<file path="config.mk">
export PLATFORM = sky130hd
export DESIGN_NAME = audio_serial_rx
export DESIGN_NICKNAME = d
export VERILOG_FILES = /design/src/rtl/aser_pkg.sv /design/src/rtl/aser_sync.sv /design/src/rtl/aser_front.sv /design/src/rtl/aser_deser.sv /design/src/rtl/aser_pair.sv /design/src/rtl/audio_serial_rx.sv
export SDC_FILE = /design/constraint.sdc
export NUM_CORES = 1
export LEC_CHECK = 0
export CAP_MARGIN = 40
export CORE_UTILIZATION = 54
export CTS_BUF_LIST = sky130_fd_sc_hd__clkbuf_4 sky130_fd_sc_hd__clkbuf_8
export DETAILED_ROUTE_END_ITERATION = 8
export GPL_TIMING_DRIVEN = 0
export PLACE_DENSITY = 0.79
export SLEW_MARGIN = 0
export SYNTH_ARGS = -nofsm -noshare
export SYNTH_HDL_FRONTEND = slang
export SYNTH_HIERARCHICAL = 1
export SYNTH_SLANG_ARGS = --single-unit
</file>
<file path="constraint.sdc">
create_clock -name clk_i -period 2.49 [get_ports clk_i]
set_clock_uncertainty 0.15 [all_clocks]
set_input_delay 0.747 -clock clk_i [delete_from_list [all_inputs] [get_ports clk_i]]
set_output_delay 0.747 -clock clk_i [all_outputs]
set_load 0.01 [all_outputs]
</file>
<file path="src/rtl/aser_pkg.sv">
package aser_pkg;

   // Framing codes seen on fmt_i; the encoding is part of the port contract.
   typedef enum logic [1:0] {
      FMT_LSB16 = 2'b00,
      FMT_LSB24 = 2'b01,
      FMT_MSB24 = 2'b10,
      FMT_I2S   = 2'b11
   } aser_fmt_e;

endpackage

</file>
<file path="src/rtl/aser_sync.sv">
module aser_sync #(
   parameter int WIDTH  = 1,
   parameter int STAGES = 2
) (
   input  logic             clk,
   input  logic             rst_n,
   input  logic [WIDTH-1:0] d,
   output logic [WIDTH-1:0] q
);

   generate
      if (STAGES == 0) begin : g_pass
         assign q = d;
      end else begin : g_chain
         logic [WIDTH-1:0] stage_q [STAGES];

         always_ff @(posedge clk or negedge rst_n) begin
            if (!rst_n) begin
               for (int i = 0; i < STAGES; i++) stage_q[i] <= '0;
            end else begin
               stage_q[0] <= d;
               for (int i = 1; i < STAGES; i++) stage_q[i] <= stage_q[i-1];
            end
         end

         assign q = stage_q[STAGES-1];
      end
   endgenerate

endmodule

</file>
<file path="src/rtl/aser_front.sv">
module aser_front #(
   parameter int SYNC_STAGES = 2
) (
   input  logic clk,
   input  logic rst_n,
   input  logic bck_i,
   input  logic lrck_i,
   input  logic sdat_i,
   output logic bit_stb,
   output logic bit_lr,
   output logic bit_val
);

   logic [2:0] raw_in;
   logic [2:0] sync_out;
   logic       bck_s;
   logic       bck_prev_q;

   // All three wires share one synchronizer so their relative timing is kept.
   assign raw_in = {bck_i, lrck_i, sdat_i};

   aser_sync #(
      .WIDTH  (3),
      .STAGES (SYNC_STAGES)
   ) i_sync (
      .clk   (clk),
      .rst_n (rst_n),
      .d     (raw_in),
      .q     (sync_out)
   );

   assign bck_s = sync_out[2];

   always_ff @(posedge clk or negedge rst_n) begin
      if (!rst_n) bck_prev_q <= 1'b0;
      else        bck_prev_q <= bck_s;
   end

   // One slot per bit-clock rising edge.
   assign bit_stb = bck_s & ~bck_prev_q;
   assign bit_lr  = sync_out[1];
   assign bit_val = sync_out[0];

endmodule

</file>
<file path="src/rtl/aser_deser.sv">
module aser_deser
   import aser_pkg::*;
#(
   parameter int DATA_W  = 24,
   parameter int SHORT_W = 16
) (
   input  logic              clk,
   input  logic              rst_n,
   input  aser_fmt_e         fmt,
   input  logic              rearm,
   input  logic              bit_stb,
   input  logic              bit_lr,
   input  logic              bit_val,
   output logic              word_stb,
   output logic [DATA_W-1:0] word,
   output logic              word_lr
);

   localparam int CNT_W = $clog2(DATA_W + 1);
   localparam int PAD_W = DATA_W - SHORT_W;

   logic              lr_prev_q;
   logic              armed_q;
   logic [DATA_W-1:0] tail_q;    // last DATA_W bits seen
   logic [DATA_W-1:0] head_q;    // bits collected from the start of the half-frame
   logic [CNT_W-1:0]  head_cnt_q;
   logic [DATA_W-1:0] head_ins;
   logic [DATA_W-1:0] short_word;
   logic              boundary;
   logic              head_full;

   assign boundary  = bit_stb && (bit_lr != lr_prev_q);
   assign head_full = (int'(head_cnt_q) >= DATA_W);

   // Head register with the current bit placed at the next free position.
   always_comb begin
      head_ins = head_q;
      if (!head_full) head_ins[DATA_W-1-int'(head_cnt_q)] = bit_val;
   end

   generate
      if (PAD_W > 0) begin : g_pad
         assign short_word = {tail_q[SHORT_W-1:0], {PAD_W{1'b0}}};
      end else begin : g_nopad
         assign short_word = tail_q;
      end
   endgenerate

   always_comb begin
      unique case (fmt)
         FMT_LSB16: word = short_word;
         FMT_LSB24: word = tail_q;
         FMT_MSB24: word = head_q;
         default:   word = head_ins;   // delayed framing may take the boundary bit
      endcase
   end

   assign word_stb = boundary && armed_q && !rearm;
   assign word_lr  = lr_prev_q;

   always_ff @(posedge clk or negedge rst_n) begin
      if (!rst_n) begin
         lr_prev_q  <= 1'b0;
         armed_q    <= 1'b0;
         tail_q     <= '0;
         head_q     <= '0;
         head_cnt_q <= '0;
      end else begin
         if (rearm) begin
            armed_q <= 1'b0;
         end else if (boundary) begin
            armed_q <= 1'b1;
         end

         if (bit_stb) begin
            lr_prev_q <= bit_lr;
            tail_q    <= {tail_q[DATA_W-2:0], bit_val};
            if (boundary) begin
               if (fmt == FMT_I2S) begin
                  head_q     <= '0;
                  head_cnt_q <= '0;
               end else begin
                  head_q     <= {bit_val, {(DATA_W-1){1'b0}}};
                  head_cnt_q <= CNT_W'(1);
               end
            end else if (!head_full) begin
               head_q     <= head_ins;
               head_cnt_q <= head_cnt_q + CNT_W'(1);
            end
         end
      end
   end

endmodule

</file>
<file path="src/rtl/aser_pair.sv">
module aser_pair
   import aser_pkg::*;
#(
   parameter int DATA_W = 24
) (
   input  logic              clk,
   input  logic              rst_n,
   input  aser_fmt_e         fmt,
   input  logic              rearm,
   input  logic              word_stb,
   input  logic [DATA_W-1:0] word,
   input  logic              word_lr,
   output logic              valid_o,
   output logic [DATA_W-1:0] left_o,
   output logic [DATA_W-1:0] right_o
);

   logic              is_left;
   logic              pend_q;
   logic [DATA_W-1:0] left_hold_q;

   // The delayed framing uses the opposite word-select polarity.
   assign is_left = (fmt == FMT_I2S) ? !word_lr : word_lr;

   always_ff @(posedge clk or negedge rst_n) begin
      if (!rst_n) begin
         pend_q      <= 1'b0;
         left_hold_q <= '0;
         valid_o     <= 1'b0;
         left_o      <= '0;
         right_o     <= '0;
      end else begin
         valid_o <= 1'b0;
         if (rearm) begin
            pend_q <= 1'b0;
         end else if (word_stb) begin
            if (is_left) begin
               left_hold_q <= word;
               pend_q      <= 1'b1;
            end else begin
               pend_q <= 1'b0;
               if (pend_q) begin
                  left_o  <= left_hold_q;
                  right_o <= word;
                  valid_o <= 1'b1;
               end
            end
         end
      end
   end

endmodule

</file>
<file path="src/rtl/audio_serial_rx.sv">
module audio_serial_rx
   import aser_pkg::*;
#(
   parameter int DATA_W      = 24,
   parameter int SHORT_W     = 16,
   parameter int SYNC_STAGES = 2
) (
   input  logic              clk_i,
   input  logic              rst_ni,
   input  logic [1:0]        fmt_i,
   input  logic              bck_i,
   input  logic              lrck_i,
   input  logic              sdat_i,
   output logic              valid_o,
   output logic [DATA_W-1:0] left_o,
   output logic [DATA_W-1:0] right_o
);

   generate
      if (SHORT_W < 1 || SHORT_W > DATA_W || DATA_W < 2 || SYNC_STAGES < 0) begin : g_bad_param
         $error("audio_serial_rx: illegal width or synchronizer parameters");
      end
   endgenerate

   aser_fmt_e         fmt;
   aser_fmt_e         fmt_q;
   logic              rearm;
   logic              bit_stb;
   logic              bit_lr;
   logic              bit_val;
   logic              word_stb;
   logic [DATA_W-1:0] word;
   logic              word_lr;

   assign fmt   = aser_fmt_e'(fmt_i);
   assign rearm = (fmt != fmt_q);

   always_ff @(posedge clk_i or negedge rst_ni) begin
      if (!rst_ni) fmt_q <= FMT_I2S;
      else         fmt_q <= fmt;
   end

   aser_front #(
      .SYNC_STAGES (SYNC_STAGES)
   ) i_front (
      .clk     (clk_i),
      .rst_n   (rst_ni),
      .bck_i   (bck_i),
      .lrck_i  (lrck_i),
      .sdat_i  (sdat_i),
      .bit_stb (bit_stb),
      .bit_lr  (bit_lr),
      .bit_val (bit_val)
   );

   aser_deser #(
      .DATA_W  (DATA_W),
      .SHORT_W (SHORT_W)
   ) i_deser (
      .clk      (clk_i),
      .rst_n    (rst_ni),
      .fmt      (fmt),
      .rearm    (rearm),
      .bit_stb  (bit_stb),
      .bit_lr   (bit_lr),
      .bit_val  (bit_val),
      .word_stb (word_stb),
      .word     (word),
      .word_lr  (word_lr)
   );

   aser_pair #(
      .DATA_W (DATA_W)
   ) i_pair (
      .clk      (clk_i),
      .rst_n    (rst_ni),
      .fmt      (fmt),
      .rearm    (rearm),
      .word_stb (word_stb),
      .word     (word),
      .word_lr  (word_lr),
      .valid_o  (valid_o),
      .left_o   (left_o),
      .right_o  (right_o)
   );

endmodule

</file>
==> reports/qor.txt <==
STATUS
----------------------------------------------------------------------------------
Run status                                                            finished, final reports clean

FLOORPLANNING
----------------------------------------------------------------------------------
Placement Rows                                                                  40
Die Y                                                                     113.2 um
Initial standard-cell utilization of the core                               55.59%
Std-Cell Core Area                                                       12010 um2
I/O Pins                                                                        56
Die span in x                                                             113.2 um
Die Outline Area                                                         12810 um2

TIMING
----------------------------------------------------------------------------------
Unrepaired setup endpoints after global routing                               true
Share of the cycle needed by the critical path after routing                98.59%
Fin. max-slew vios                                                               0
Min Clock Period, post-route                                              2.455 ns
Fmax                                                                    0.4074 GHz
Worst-case setup margin in the final layout                             0.03520 ns
Final count of negative-setup-slack endpoints                                    0
Final Hold Viols                                                                 0
Transition time at the pin with the least slew margin                    0.5926 ns
Headroom to the max-slew limit                                              60.34%

GLOBAL ROUTE
----------------------------------------------------------------------------------
Total Routing Usage GR                                                      28.32%
Via count of the first global-routing pass                                    5055
Global-route wire length before repair                                    27500 um
Antenna violations before repair                                                 0
Global route overflow                                                            0
Largest net degree at the start of global routing                               94

SYNTH
----------------------------------------------------------------------------------
Library cell occupying the most area in the post-synthesis netlist    sky130_fd_sc_hd__dfrtp_1
Cell with the most instances after synthesis                          sky130_fd_sc_hd__dfrtp_1
Syn. warnings                                                                    6
Seq cells post-synth                                                           138
Share of the synthesized area in the top cell type                          50.96%
Sequential share of the synthesized area                                    51.75%
Netlist area before placement                                             6678 um2
Number of enable flip-flop cells after synthesis                                 0
Syn avg cell area                                                        11.78 um2
Synth unique cells                                                              52
Post-synth net total                                                           578
Async set-or-reset flop fraction in the synthesized netlist                 100.0%
Synth Flop Type                                                       sky130_fd_sc_hd__dfrtp_1
Gate count of the mapped netlist                                               567
Top area cells in the synthesized netlist                             sky130_fd_sc_hd__dfrtp_1, sky130_fd_sc_hd__mux2_2, sky130_fd_sc_hd__o221ai_1
Top cells by instance count after synthesis                           sky130_fd_sc_hd__dfrtp_1, sky130_fd_sc_hd__mux2_2, sky130_fd_sc_hd__inv_1, sky130_fd_sc_hd__nand4_1, sky130_fd_sc_hd__o21ai_0

CLOCK TREE
----------------------------------------------------------------------------------
Hold_buf cts                                                                     0
Root buffer cell                                                      sky130_fd_sc_hd__clkbuf_8
CTS Buffer Depth                                                                 2
Clock-pin transition on the worst setup and hold timing paths              0.07 ns
Number of buffers added by the clock tree synthesis step                        17
Later-pin clock latency in the skew report                                 0.45 ns
TritonCTS clock tree                                                           yes
Max H-tree Level                                                                 4
Clk sinks                                                                      138

FLOW RUN
----------------------------------------------------------------------------------
Number of max-capacitance violations reported                                    0

PLACEMENT
----------------------------------------------------------------------------------
Global placer's final weighted congestion                                   0.9463
Placed cell areas                                                         7490 um2
Worst Setup Slack post-DPL                                               -1.154 ns
DP HPWL                                                                   11910 um
Count of placed standard cells including taps                                  770
PortBufs                                                                        55

WORST SETUP PATH
----------------------------------------------------------------------------------
Nature of the critical path startpoint                                   flip-flop
Levels on crit path                                                              6
FF-to-FF setup slack                                                       0.04 ns
Buf+Inv Stages, Crit Path                                                        1
Top fanout value on the critical path                                            9
Register-to-Register Path Depth                                                  6
Crit-path max cell delay                                                   0.54 ns
Slowest cell on the critical path                                     sky130_fd_sc_hd__or4b_4
Type of destination of the critical path                                 flip-flop
Critical Path Source                                                  i_deser/head_cnt_q[1]
Critical-path cell list                                               inv_1 > ha_2 > or4b_4 > o21ai_0 > a31oi_2 > mux2_2
Type of the worst setup path                                            reg -> reg
Arrival @ worst endpoint                                                   2.64 ns
Startpoint of the most critical register-to-register path             i_deser/head_cnt_q[1]
Family of cells with the greatest summed delay on the critical path   simple AND/OR/NAND/NOR gates
Critical path required time                                                2.67 ns
Critical Path Sink                                                    i_pair/left_hold_q[22]
Critical register-to-register path endpoint                           i_pair/left_hold_q[22]

CELLS AND AREA
----------------------------------------------------------------------------------
Area Overhead vs Synth                                                      22.43%
Number of antenna diodes                                                         0
Post-layout instance count excluding filler cells                              811
Layout net count                                                               663
Area taken by multi-input logic gates                                     2918 um2
Fraction of final layout cells sized beyond drive strength 1                27.71%
Area of all placed cells without fillers                                  8175 um2
Combined flip-flop and latch cell area                                    3457 um2
Post-layout util                                                            68.06%
Number of fillers in the final layout                                          896

POWER AND IR DROP
----------------------------------------------------------------------------------
Overall power of the completed layout                                   0.005493 W
Worst supply voltage drop on vdd                                       0.0005568 V
Total power divided by cell area                                      671.8 nW/um2
Static leakage                                                            3.524 nW

ROUTE
----------------------------------------------------------------------------------
Final antenna-violating net count                                                0
Pre-antenna DRT Iters                                                            7
Post-route DRC                                                                   0
Detailed-route vias per instance                                             6.351
Number of DRC violations after detailed-routing iteration 0                    557
Post-Route WL                                                             17090 um
Wire length per cell                                                      21.08 um
Total number of vias                                                          5151

HOLD PATH
----------------------------------------------------------------------------------
Hold Crit Class                                                        in -> async

## area by class of cell
cell class              count  area share [%]
clock buffers              19           3.122
repair buffers             71           9.535
flip-flops and latches    138           42.29
clock inverters            12           1.837
inverters                  36           1.699
well taps                 147           2.250
multi-input cells         343           35.69
plain buffers              45           3.581
## cells by family after synthesis
logic type	synth area share, %
flip-flops	51.75
AND/OR/NAND/NOR	13.04
AO/OA/AOI/OAI	11.94
multiplexers	15.51
buffers and inverters	6.071
XOR/XNOR	0.9370
adder cells (fa/ha/maj)	0.7495
## per-layer routing
metal / wire [um] / global-route usage [%] / share of wire, %
met1: 7195 / 38.52 / 42
met2: 8211 / 43.56 / 48
met3: 1263 / 6.535 / 7.4
met4: 423 / 12.54 / 2.5
met5: 0 / 0 / 0
## registers in the layout (all words and copies together) (netlist names)
signal                          cells
i_front/i_sync/g_chain.stage_q      3
i_pair/valid_o                      1
i_front/bck_prev_q                  1
i_pair/left_o                      24
fmt_q                               2
i_front/i_sync/q                    3
i_deser/armed_q                     1
i_deser/tail_q                     24
i_deser/word_lr                     1
i_deser/head_q                     24
i_pair/pend_q                       1
i_deser/head_cnt_q                  5
i_pair/left_hold_q                 24
i_pair/right_o                     24
## power breakdown
part / switching [W] / total (W) / internal [W]
registers: 0.000145 / 0.00252 / 0.00237
logic: 0.000709 / 0.00112 / 0.000415
clock network: 0.000836 / 0.00185 / 0.00102
## placed cells by master (no fill, tap or decap), types with 4 or more instances in the layout
| master | synthesis | layout |
|---|---|---|
| sky130_fd_sc_hd__a211oi_1 | 17 | 17 |
| sky130_fd_sc_hd__a21oi_1 | 7 | 7 |
| sky130_fd_sc_hd__a31oi_1 | 17 | 16 |
| sky130_fd_sc_hd__and2_1 | 16 | 16 |
| sky130_fd_sc_hd__buf_12 | 1 | 7 |
| sky130_fd_sc_hd__buf_2 | 16 | 16 |
| sky130_fd_sc_hd__buf_4 | 6 | 11 |
| sky130_fd_sc_hd__clkbuf_1 | 23 | 20 |
| sky130_fd_sc_hd__clkbuf_8 | 0 | 18 |
| sky130_fd_sc_hd__clkdlybuf4s50_1 | 0 | 52 |
| sky130_fd_sc_hd__clkinv_2 | 0 | 4 |
| sky130_fd_sc_hd__clkinvlp_4 | 0 | 4 |
| sky130_fd_sc_hd__dfrtp_1 | 136 | 135 |
| sky130_fd_sc_hd__inv_1 | 36 | 35 |
| sky130_fd_sc_hd__mux2_2 | 80 | 80 |
| sky130_fd_sc_hd__mux2_4 | 9 | 9 |
| sky130_fd_sc_hd__nand2_1 | 22 | 21 |
| sky130_fd_sc_hd__nand3_1 | 7 | 7 |
| sky130_fd_sc_hd__nand4_1 | 28 | 28 |
| sky130_fd_sc_hd__nand4b_1 | 14 | 14 |
| sky130_fd_sc_hd__nand4bb_1 | 10 | 10 |
| sky130_fd_sc_hd__nor2_1 | 11 | 11 |
| sky130_fd_sc_hd__nor2b_1 | 5 | 4 |
| sky130_fd_sc_hd__o21ai_0 | 25 | 24 |
| sky130_fd_sc_hd__o21ai_1 | 3 | 4 |
| sky130_fd_sc_hd__o221ai_1 | 22 | 22 |
| sky130_fd_sc_hd__o22ai_1 | 7 | 7 |
| sky130_fd_sc_hd__o2bb2ai_1 | 7 | 7 |
## what timing repair did
item                       in CTS  in global routing
gates resized for setup        23                 16
setup endpoints to repair      73                 48
setup buffers                  10                  2
pin swaps                       6                  2
gates cloned                    1                  3
## worst min-delay path by stage
stage	to	from	slack, ns	cells after the start
finish	i_pair/left_o[9]	rst_ni	0.07	1
global placement	i_front/i_sync/q[1]	i_front/i_sync/g_chain.stage_q[4]	0.18	0
global route	i_pair/left_hold_q[11]	rst_ni	0.09	1
floorplan	i_front/i_sync/q[0]	i_front/i_sync/g_chain.stage_q[3]	0.18	0
CTS	i_pair/pend_q	rst_ni	0.07	1
detailed placement	i_front/i_sync/q[1]	i_front/i_sync/g_chain.stage_q[4]	0.18	0
## metrics by stage
| step | setup TNS (ns) | hold slack [ns] |
|---|---|---|
| 2_1_floorplan | -0.2745 | 0.1812 |
| 3_3_place_gp | -715.21 | 0.1846 |
| 3_5_place_dp | -72.73 | 0.1847 |
| 4_1_cts | -0.07949 | 0.07302 |
| 5_1_grt | -0.02971 | 0.09072 |
| 6_report | 0 | 0.07098 |
## worst reg2reg max path: stages, from the launching register on
cell and delay [ns]:
sky130_fd_sc_hd__dfrtp_1 0.46, sky130_fd_sc_hd__inv_1 0.15, sky130_fd_sc_hd__ha_2 0.34, sky130_fd_sc_hd__or4b_4 0.54, sky130_fd_sc_hd__o21ai_0 0.21, sky130_fd_sc_hd__a31oi_2 0.18
sky130_fd_sc_hd__mux2_2 0.32
No activity file was read; power rests on OpenSTA's default activity.
